## src/rtl/fpw_pkg.sv

```systemverilog
package fpw_pkg;
    // Occupancy flags of the three-slot window
    typedef struct packed {
        logic cur;
        logic nxt;
        logic nnx;
    } win_occ_t;
endpackage

```

## src/rtl/fpw_sidefield.sv

```systemverilog
module fpw_sidefield #(
    parameter int W  = 2,
    parameter bit EN = 1'b1
) (
    input  logic [W-1:0] in_f,
    output logic [W-1:0] out_f
);
    generate
        if (EN) begin : g_pass
            assign out_f = in_f;
        end else begin : g_zero
            assign out_f = '0;
        end
    endgenerate
endmodule

```

## src/rtl/fpw_lane_mask.sv

```systemverilog
module fpw_lane_mask #(
    parameter int LANES = 4
) (
    output logic [LANES-1:0] mask
);
    // only the lowest lane enabled after a redirect
    assign mask = LANES'(1);
endmodule

```

## src/rtl/fetch_pc_window.sv

```systemverilog
module fetch_pc_window
    import fpw_pkg::*;
#(
    parameter int ADDR_W  = 32,
    parameter int LANES   = 4,
    parameter int PTR_W   = 2,
    parameter int BST_W   = 2,
    parameter int PID_W   = 3,
    parameter bit HAS_PTR = 1'b1,
    parameter bit HAS_PID = 1'b1
) (
    input  logic              clk,
    input  logic              rst_n,
    output logic              fch_valid,
    input  logic              fch_ready,
    output logic [ADDR_W-1:0] fch_pc,
    output logic [LANES-1:0]  fch_lane_en,
    output logic [PTR_W-1:0]  fch_ptr,
    output logic [BST_W-1:0]  fch_bstate,
    output logic [PID_W-1:0]  fch_pid,
    output logic              prd_valid,
    input  logic              prd_ready,
    output logic [ADDR_W-1:0] prd_prev_pc,
    output logic [ADDR_W-1:0] prd_cur_pc,
    output logic              prd_cur_ds,
    input  logic [ADDR_W-1:0] prd_next_pc,
    input  logic              prd_next_ds,
    input  logic [LANES-1:0]  prd_lane_en,
    input  logic [PTR_W-1:0]  prd_ptr,
    input  logic [BST_W-1:0]  prd_bstate,
    input  logic [PID_W-1:0]  prd_pid,
    input  logic              rdr_valid,
    output logic              rdr_ready,
    input  logic [ADDR_W-1:0] rdr_pc
);
    localparam int TAG_W = PTR_W + BST_W + PID_W;

    typedef struct packed {
        win_occ_t            occ;
        logic [ADDR_W-1:0]   c_pc;
        logic [LANES-1:0]    c_en;
        logic [TAG_W-1:0]    c_tag;
        logic [ADDR_W-1:0]   n_pc;
        logic                n_ds;
        logic [LANES-1:0]    n_en;
        logic [TAG_W-1:0]    n_tag;
        logic [ADDR_W-1:0]   nn_pc;
        logic                nn_ds;
    } win_st_t;

    win_st_t st_d, st_q;

    logic [PTR_W-1:0] ptr_g;
    logic [PID_W-1:0] pid_g;
    logic [LANES-1:0] first_lane;
    logic             fch_fire, prd_fire;

    fpw_sidefield #(.W(PTR_W), .EN(HAS_PTR)) u_ptr_gate (.in_f(prd_ptr), .out_f(ptr_g));
    fpw_sidefield #(.W(PID_W), .EN(HAS_PID)) u_pid_gate (.in_f(prd_pid), .out_f(pid_g));
    fpw_lane_mask #(.LANES(LANES)) u_first (.mask(first_lane));

    assign rdr_ready   = 1'b1;
    assign fch_valid   = st_q.occ.cur;
    assign fch_pc      = st_q.c_pc;
    assign fch_lane_en = st_q.c_en;
    assign {fch_ptr, fch_bstate, fch_pid} = st_q.c_tag;

    assign prd_valid   = st_q.occ.nxt && !st_q.occ.nnx;
    assign prd_prev_pc = st_q.c_pc;
    assign prd_cur_pc  = st_q.n_pc;
    assign prd_cur_ds  = st_q.n_ds;

    assign fch_fire = fch_valid && fch_ready;
    assign prd_fire = prd_valid && prd_ready;

    always_comb begin
        st_d = st_q;
        if (fch_fire) begin
            st_d.occ.cur = 1'b0;
        end
        if (prd_fire) begin
            st_d.occ.nnx = 1'b1;
            st_d.nn_pc   = prd_next_pc;
            st_d.nn_ds   = prd_next_ds;
            st_d.n_en    = prd_lane_en;
            st_d.n_tag   = {ptr_g, prd_bstate, pid_g};
        end
        if (!st_d.occ.cur && st_d.occ.nxt && st_d.occ.nnx) begin
            st_d.occ.cur = 1'b1;
            st_d.c_pc    = st_d.n_pc;
            st_d.c_en    = st_d.n_en;
            st_d.c_tag   = st_d.n_tag;
            st_d.n_pc    = st_d.nn_pc;
            st_d.n_ds    = st_d.nn_ds;
            st_d.occ.nnx = 1'b0;
        end
        if (rdr_valid) begin
            st_d.occ   = '{cur: 1'b0, nxt: 1'b1, nnx: 1'b0};
            st_d.n_pc  = rdr_pc;
            st_d.n_ds  = 1'b0;
            st_d.n_en  = first_lane;
            st_d.n_tag = '0;
        end
    end

    always_ff @(posedge clk) begin
        if (!rst_n) begin
            st_q <= '0;
        end else begin
            st_q <= st_d;
        end
    end


    fetch_hold_chk: assert property (@(posedge clk) disable iff (!rst_n)
        fch_valid && !fch_ready && !rdr_valid |=> fch_valid && $stable(fch_pc) && $stable(fch_lane_en));


    redirect_load_chk: assert property (@(posedge clk) disable iff (!rst_n)
        rdr_valid |=> !fch_valid && prd_valid && prd_cur_pc == $past(rdr_pc) && !prd_cur_ds);


    predict_enable_chk: assert property (@(posedge clk) disable iff (!rst_n)
        prd_valid && prd_ready && !rdr_valid && (!fch_valid || fch_ready)
        |=> fch_valid && fch_pc == $past(prd_cur_pc) && fch_lane_en == $past(prd_lane_en));


    predict_hold_chk: assert property (@(posedge clk) disable iff (!rst_n)
        prd_valid && !prd_ready && !rdr_valid |=> prd_valid && $stable(prd_cur_pc) && $stable(prd_cur_ds));


    redirect_ready_chk: assert property (@(posedge clk) disable iff (!rst_n)
        $rose(rst_n) |-> !fch_valid && !prd_valid);
endmodule

```

## config.mk

```make
export PLATFORM = sky130hd
export DESIGN_NAME = fetch_pc_window
export DESIGN_NICKNAME = d
export VERILOG_FILES = /design/src/rtl/fpw_pkg.sv /design/src/rtl/fpw_sidefield.sv /design/src/rtl/fpw_lane_mask.sv /design/src/rtl/fetch_pc_window.sv
export SDC_FILE = /design/constraint.sdc
export NUM_CORES = 1
export LEC_CHECK = 0
export BUFFER_PORTS_ARGS = -buffer_cell sky130_fd_sc_hd__buf_2
export CORE_ASPECT_RATIO = 1.5
export CORE_MARGIN = 2
export CORE_UTILIZATION = 40
export CTS_CLUSTER_DIAMETER = 30
export DETAILED_ROUTE_END_ITERATION = 10
export PLACE_DENSITY = 0.65
export SLEW_MARGIN = 20
export SYNTH_ARGS = -nofsm -noshare
export SYNTH_HDL_FRONTEND = slang
export SYNTH_SLANG_ARGS = --single-unit
```

## constraint.sdc

```tcl
create_clock -name clk -period 1.7 [get_ports clk]
set_input_delay 0.085 -clock clk [delete_from_list [all_inputs] [get_ports clk]]
set_output_delay 0.085 -clock clk [all_outputs]
set_load 0.005 [all_outputs]
```

Word level (Yosys, flattened, before mapping)
Cells that the tools add are included.
- register bits after elaboration: 123
- memories kept: 0
- logic and storage cells: 30
- bits in read-only memories: 0
- latch bits: 0
- memory bits (writable): 0
- input bits: 81
- output and inout port bits: 111
- bitwise gates (word level): 1
- mux-type cells: 6
- order comparisons: 0
- eq/ne operators: 0
- shifts and indexed selects: 0
- add/subtract/negate cells: 0
- reduce and logical (&&, ||, !) cells: 10
- divide/modulo/power cells: 0
- $mul: 0
- operators by type and width (operator ; count):
    $mux 44 ; 2
    $mux 33 ; 1
    $logic_and 1x1->1 ; 5
    $mux 1 ; 3
    $reduce_or 3->1 ; 1
    $logic_not 1->1 ; 2
    $reduce_bool 2->1 ; 1
    $reduce_or 2->1 ; 1
    $not 1->1 ; 1

Longest topological paths before layout
Gate-level depths: netlist of run 1.
- depth in word-level cells: 7
- gate-level depth with buffers: 6
- gate-level depth less buffers: 3

Modules after synthesis
A second synthesis of run 1 with hierarchy kept.
- cell total of the unflattened synthesis: 797
- area total of the unflattened synthesis: 6403.6 sq um
- modules (own cells, without submodules) (module ; area an instance (sq um) ; cells each ; times used ; seq. area each (sq um)):
    fetch_pc_window ; 6328.6 ; 786 ; 1 ; 2462.4
    fpw_lane_mask ; 37.5 ; 6 ; 1 ; 0.0
    fpw_sidefield at u_pid_gate ; 22.5 ; 3 ; 1 ; 0.0
    fpw_sidefield at u_ptr_gate ; 15.0 ; 2 ; 1 ; 0.0

Worst setup path before layout of run 1
OpenSTA, ideal clock, no wires.
- path kind: register to register
- from: register st_q[121] in the netlist's numbering
- to: register st_q, in the netlist prd_cur_pc[11]
- buffers on the path: 2
- arrival time: 1224 ps
- clock period less this slack: 1367 ps
- setup time: 143 ps
- cell stages (with the launch flop): 6
- slack: 333 ps
- data required time: 1557 ps
- cells stage by stage: dfxtp_1 -> buf_2 -> inv_2 -> nor3_1 -> clkbuf_1 -> a221oi_1
- cells in the longest elaborated chain, start to end: 5
- elaborated cells between the ends (all ways): 9
- classes of those cells: 4 x mux; 5 x reduce/logical
- RTL lines (item ; RTL line ; source):
    start, declared ; fetch_pc_window.sv:51 ; win_st_t st_d, st_q;
    start signal, assigned ; fetch_pc_window.sv:110 ; st_q <= st_d;
    $logic_and 1x1->1 ; fetch_pc_window.sv:68 ; assign prd_valid = st_q.occ.nxt && !st_q.occ.nnx;
    $logic_and 1x1->1 ; fetch_pc_window.sv:74 ; assign prd_fire = prd_valid && prd_ready;
    $mux 44 or $mux 1 (tied branches) ; fetch_pc_window.sv:81 ; if (prd_fire) begin
    $mux 33 or $logic_and 1x1->1 (tied branches) ; fetch_pc_window.sv:88 ; if (!st_d.occ.cur && st_d.occ.nxt && st_d.occ.nnx) begin
    $mux 44 or $reduce_bool 2->1 (tied branches) ; -- ;
Several ways; a longest one is shown, not always the timed one. The select of a mux whose other input is x is not followed.
A chain may end at the register's enable or synchronous reset.

Worst setup path in the final report of run 1
- from: register st_q[120] in the netlist's numbering
- to: register st_q, in the netlist fch_pc[18]
- cells in the longest elaborated chain, start to end: 5
- RTL lines (item ; RTL line):
    $logic_not 1->1 ; fetch_pc_window.sv:68
    $logic_and 1x1->1 ; fetch_pc_window.sv:68
    $logic_and 1x1->1 ; fetch_pc_window.sv:74
    $mux 1 (*) ; fetch_pc_window.sv:81
    $logic_and 1x1->1 (*) ; fetch_pc_window.sv:88
Every way passes the cells marked *; elsewhere a longest branch is shown, timed or not.

==> out/results.tsv, run 1 <==
stage	metric	value	unit
clock_tree	htreeDepth	4	
routing	viasPerCell	4.91	
floorplan	dieArea	16300	um^2
synth	synthArstFlopShare	0	%
routing	vias	5262	
timing	setup_violations	0	
global_route	grt_first_pass_wirelength	25800	um
min_path	hold_start	rdr_pc[15]	
clock_tree	cts-root-buf	clkbuf_16	
synth	yosysSeqAreaShare	40.3	%
routing	dr.pass1.iters	5	
placed_design	gp_congestion	0.728	
synth	netlist_area	6110	um^2
floorplan	die_width	105	um
worst_setup_path	required	2030	ps
synth	synth-edff-count	0	
clock_tree	cts-resized-gates	0	
global_route	overflow	0	
power	swShare	24.0	%
global_route	grtUsageTotal	19.7	%
power	p_leak	3.38	nW
min_path	hold_path.class	in2reg	
timing	finalCritPeriodShare	87.1	%
clock_tree	cts_buffers	17	
routing	totalWireLength	16000	um
global_route	grt_max_degree	51	
placed_design	post-dp-hpwl	10800	um
timing	hold_ws	8.97	ps
timing	layout_setup_ws	219	ps
power	vdd_drop_max	0.797	mV
floorplan	ios	192	
flow_run	cap_violations	0	
routing	avgRoutedWirePerCell	14.9	um
timing	relSlewSlack	62.4	%
power	p_per_area	1020	nW/um^2
timing	tightest_slew	563	ps
floorplan	num_rows	55	
timing	skew	10.7	ps
clock_tree	clk_pin_slew	60	ps
clock_tree	clock_latency	410	ps
clock_tree	post_cts_buffers	0	
timing	finalCriticalPeriod	1480	ps
timing	max_freq	675	MHz
routing	drt_iter0_drc	297	
clock_tree	clockBufferDepth	2	
power	combPwrFrac	12.5	%
timing	fin_tns_setup	0	ps
placed_design	dpl_worst_slack	221	ps
global_route	antenna_found_initial	1	
clock_tree	ctsHoldBuffers	61	
synth	synthCells	729	
routing	route.detailed.drc	0	
final_layout	drive_gt1_share	29.0	%
floorplan	start_util	40.7	%
worst_setup_path	critPathTopFamily	simple AND/OR/NAND/NOR gates	
final_layout	regArea	2460	um^2
worst_setup_path	cp_slowest_cell	and3_4	
worst_setup_path	critPathArrivalTime	1810	ps
timing	rsz0062_at_grt	false	
clock_tree	tritoncts	yes	
synth	synth_ff_type	dfxtp_1	
final_layout	fin_nets	940	
worst_setup_path	endpoint_kind	flip-flop	
worst_setup_path	worstPathMaxFanout	22	
worst_setup_path	crit_type	reg2reg	
worst_setup_path	cp-startpoint	st_q[120]	
power	p_switching	0.00188	W
synth	syn_avg_cell_area	8.38	um^2
timing	report.final.slew_viol_count	0	
power	clkPwrFrac	47.6	%
synth	synth_seq_cells	123	
routing	ant_nets	0	
final_layout	fill_cells	1489	
final_layout	syn2layout_area_growth	26.0	%
placed_design	portBuffers	190	
floorplan	core-area	15000	um^2
worst_setup_path	cp-start-kind	flip-flop	
floorplan	die_y	155	um
synth	synth_nets	810	
power	internal_power	0.00597	W
worst_setup_path	worst-path-buf-inv	1	
synth	synthDistinctLibCells	32	
outcome	status	finished, final reports clean	
worst_setup_path	r2r-start	st_q[120]	
global_route	grt_pass1_vias	5073	
synth	synth-warning-count	0	
timing	finalHoldViolations	0	
final_layout	multi_input_area	2440	um^2
worst_setup_path	path_cells	or2_4, and3_4, buf_12, mux2i_1	
worst_setup_path	max_stage_delay	410	ps
clock_tree	clock-sinks	123	
power	p_seq_share	39.9	%
power	power	0.00784	W
==> logic make-up (layout without fill, tap and decap cells) <==
group | count (synthesis) | after routing | share of synthesized area (%)
DFF | 123 | 123 | 40.3
other | 1 | 2 | 0.0614
AOI/OAI and AO/OA | 168 | 168 | 21.3
muxes | 32 | 32 | 5.25
buffers and inverters | 200 | 342 | 19.9
and+or+nand+nor | 205 | 205 | 13.2
==> worst paths after layout <==
check / end / slack (ps) / cells after the start
worst max-delay path: fch_pc[18] / 220 / 4
worst min-delay path: prd_cur_pc[15] / 9 / 3
worst min register to register: st_q[18] / 450 / 2
worst max register to register: fch_pc[18] / 220 / 4
==> per-stage QoR <==
step           utilization, %  std cells  instance area (um^2)
2_1_floorplan               -        729                  6110
3_3_place_gp             43.2        978                  6480
3_5_place_dp             43.2        978                  6480
4_1_cts                  51.3       1070                  7690
5_1_grt                  51.3       1071                  7690
6_report                 51.3       1071                  7690
==> power groups by stage <==
| stage | clock, W | sequential [W] | combinational (W) |
|---|---|---|---|
| finish | 0.00373 | 0.00313 | 0.000978 |
| global route | 0.00394 | 0.00315 | 0.00108 |
| CTS | 0.00381 | 0.00313 | 0.000984 |
| detailed placement | 0 | 0.00320 | 0.000868 |
| global placement | 0 | 0.00319 | 0.000856 |
| floorplan | 0 | 0.00317 | 0.000672 |
==> placed cells by master, fill, tap and decap left out <==
| cell | count |
|---|---|
| buf_2 | 189 |
| clkbuf_1 | 2 |
| or2_4 | 1 |
| o21ai_0 | 32 |
| bufinv_16 | 4 |
| conb_1 | 1 |
| o221a_1 | 12 |
| clkbuf_16 | 17 |
| nand2_1 | 151 |
| or3_1 | 1 |
| nor3_2 | 1 |
| mux2i_1 | 32 |
| nor2b_1 | 1 |
| clkinv_4 | 1 |
| o311a_1 | 1 |
| dlygate4sd3_1 | 61 |
| o2bb2ai_1 | 30 |
| a21boi_1 | 33 |
| nand2b_1 | 3 |
| clkinv_2 | 4 |
| a31oi_4 | 1 |
| buf_12 | 4 |
| and3_4 | 1 |
| clkinvlp_4 | 2 |
| a211oi_2 | 1 |
| a221oi_1 | 32 |
| nor2_1 | 44 |
| inv_2 | 3 |
| dfxtp_2 | 1 |
| dfxtp_1 | 122 |
| and3b_2 | 1 |
| inv_1 | 33 |
| o22ai_1 | 2 |
| diode_2 | 1 |
| o21a_1 | 1 |
| buf_4 | 21 |
| nand3b_1 | 1 |
| a21oi_1 | 11 |
| inv_6 | 1 |
| a2bb2oi_1 | 12 |
==> sequential cells by signal, summed over array words and instances, names as in the netlist <==
name / cells
prd_cur_pc: 32
prd_cur_ds: 1
st_q: 46
fch_lane_en: 4
fch_ptr: 2
fch_pid: 3
fch_valid: 1
fch_pc: 32
fch_bstate: 2
==> metal layers <==
| metal | track usage, % | vias to the layer above | wire length, um |
|---|---|---|---|
| li1 | - | 2617 | - |
| met1 | 24.4 | 2491 | 6960 |
| met2 | 33.7 | 136 | 8100 |
| met3 | 4.19 | 18 | 619 |
| met4 | 7.11 | 0 | 273 |
| met5 | 0 | - | 0 |
==> cells in the mapped netlist, types with 3 or more instances <==
master     number  area, um^2
o221a_1        12         135
a21boi_1       33         248
nand2b_1        3        18.8
clkbuf_1       32         120
buf_1           3        11.3
buf_2          16        80.1
a2bb2oi_1      12         105
dfxtp_1       123        2460
buf_6           5        56.3
o2bb2ai_1      30         263
o21ai_0        32         160
a21oi_1        11        55.1
buf_4         108         811
a221oi_1       32         280
inv_1          33         124
mux2i_1        32         320
nand2_1       151         567
nor2_1         44         165
inv_2           3        11.3
==> layout make-up <==
class / count / area share [%]
antenna: 1 / 0.0325
clock buffer: 19 / 5.63
timing repair buffer: 275 / 23.3
sequential: 123 / 32.0
clock inverter: 12 / 2.24
tap: 199 / 3.24
multi-input combinational: 406 / 31.8
inverter: 36 / 1.76
==> worst reg2reg max path: stages, from the launching register on <==
cell and delay, ps:
dfxtp_2 380, or2_4 160, and3_4 410, buf_12 240, mux2i_1 230
Power figures use the tool's default switching activity.
==> run 2: changes to the inputs <==
- clock period: 1.7 -> 1.8 ns (I/O delays scaled with it)
==> out/results.tsv, run 2 (same netlist as run 1, synthesis figures left out) <==
stage	metric	value	unit
clock_tree	ctsHoldBuffers	61	
power	p_leak	3.34	nW
power	power	0.00742	W
floorplan	core-area	15000	um^2
worst_setup_path	crit_type	reg2reg	
final_layout	largest_reg_flops	46	
global_route	grt_first_pass_wirelength	25100	um
worst_setup_path	cp-start-kind	flip-flop	
power	swShare	25.5	%
final_layout	final_common_cell	buf_2	
placed_design	post-dp-hpwl	10700	um
routing	totalWireLength	15800	um
floorplan	die_y	155	um
floorplan	dieArea	16300	um^2
timing	skew	14.2	ps
worst_setup_path	required	2130	ps
timing	finalCritPeriodShare	84.0	%
power	internal_power	0.00552	W
clock_tree	clock-sinks	123	
global_route	overflow	0	
worst_setup_path	endpoint_kind	flip-flop	
final_layout	syn2layout_area_growth	25.1	%
clock_tree	post_cts_buffers	0	
timing	max_freq	662	MHz
min_path	hold_path.class	in2reg	
routing	vias	5122	
timing	rsz0062_at_grt	false	
clock_tree	cts-root-buf	clkbuf_16	
clock_tree	cts-resized-gates	0	
final_layout	fin_nets	933	
power	p_per_area	971	nW/um^2
power	vdd_drop_max	0.471	mV
final_layout	mostFrequentLayoutCells	buf_2, nand2_1, dfxtp_1	
power	combPwrFrac	12.2	%
global_route	grt_pass1_vias	5023	
floorplan	num_rows	55	
routing	ant_nets	0	
routing	avgRoutedWirePerCell	14.8	um
timing	relSlewSlack	62.6	%
routing	dr.pass1.iters	4	
final_layout	top_register	st_q	
worst_setup_path	worstPathMaxFanout	20	
global_route	antenna_found_initial	1	
timing	report.final.slew_viol_count	0	
power	p_seq_share	39.9	%
clock_tree	htreeDepth	4	
final_layout	fill_cells	1471	
timing	tightest_slew	561	ps
clock_tree	clockBufferDepth	2	
routing	route.detailed.drc	0	
floorplan	die_width	105	um
placed_design	portBuffers	190	
timing	fin_tns_setup	0	ps
timing	setup_violations	0	
routing	drt_iter0_drc	210	
clock_tree	tritoncts	yes	
global_route	grt_max_degree	108	
routing	viasPerCell	4.81	
placed_design	gp_congestion	0.765	
flow_run	cap_violations	0	
final_layout	drive_gt1_share	28.8	%
final_layout	n_antenna_cell	0	
clock_tree	clk_pin_slew	60	ps
worst_setup_path	critPathArrivalTime	1840	ps
placed_design	place_inst	971	
floorplan	start_util	40.7	%
clock_tree	cts_buffers	17	
clock_tree	clock_latency	420	ps
timing	finalHoldViolations	0	
outcome	status	finished, final reports clean	
timing	hold_ws	16.6	ps
power	p_switching	0.00189	W
power	clkPwrFrac	47.9	%
global_route	grtUsageTotal	19.2	%
floorplan	ios	192	
final_layout	final_cells	1064	
timing	finalCriticalPeriod	1510	ps
[run 2: cell types whose count changed in the layout (fill, tap and decap cells not counted), sizes merged]
cell	change
diode	-1
buf	-7
clkbuf	-2
inv	+4
bufinv	-1
clkinv	-1
clkinvlp	+1
[run 2: worst paths after layout]
path         cells past startpoint  startpoint  slack, ps             end
max                              4   st_q[121]        290        st_q[26]
min                              3  rdr_pc[22]         20  prd_cur_pc[22]
max reg2reg                      4   st_q[121]        290        st_q[26]
min reg2reg                      2    st_q[25]        450        st_q[25]
[run 2: metrics by stage]
| stage | utilization, % | setup WS (ps) | instance area [um^2] |
|---|---|---|---|
| floorplan | - | 433 | 6110 |
| global placement | 42.7 | 365 | 6410 |
| detailed placement | 42.7 | 321 | 6410 |
| CTS | 50.9 | 300 | 7640 |
| global route | 50.9 | 141 | 7640 |
| finish | 50.9 | 289 | 7640 |
[run 2: critical path, stage by stage, from the launching register on]
cell and delay [ps]:
dfxtp_1 490, and3b_2 410, buf_4 310, nand2_1 80, a21boi_1 120
[run 2: final cells by class]
type / instances / area [um^2] / share of cell area [%]
Tap cell: 199 / 249 / 3.26
Clock buffer: 17 / 425 / 5.57
Timing Repair Buffer: 268 / 1730 / 22.6
Multi-Input combinational cell: 406 / 2440 / 32.0
Inverter: 36 / 135 / 1.77
Clock inverter: 15 / 190 / 2.49
Sequential cell: 123 / 2460 / 32.3
[run 2: per-layer routing]
| metal | share of wire [%] | GRT usage, % |
|---|---|---|
| met1 | 43 | 23.0 |
| met2 | 51 | 33.5 |
| met3 | 4.8 | 4.78 |
| met4 | 1.3 | 6.67 |
| met5 | 0 | 0 |
[run 2: power by group through the flow]
stage	registers, W	clock network (W)	logic, W
2_1_floorplan	0.00299	0	0.000635
3_3_place_gp	0.00302	0	0.000796
3_5_place_dp	0.00302	0	0.000801
4_1_cts	0.00296	0.00364	0.000910
5_1_grt	0.00298	0.00376	0.00100
6_report	0.00296	0.00355	0.000902
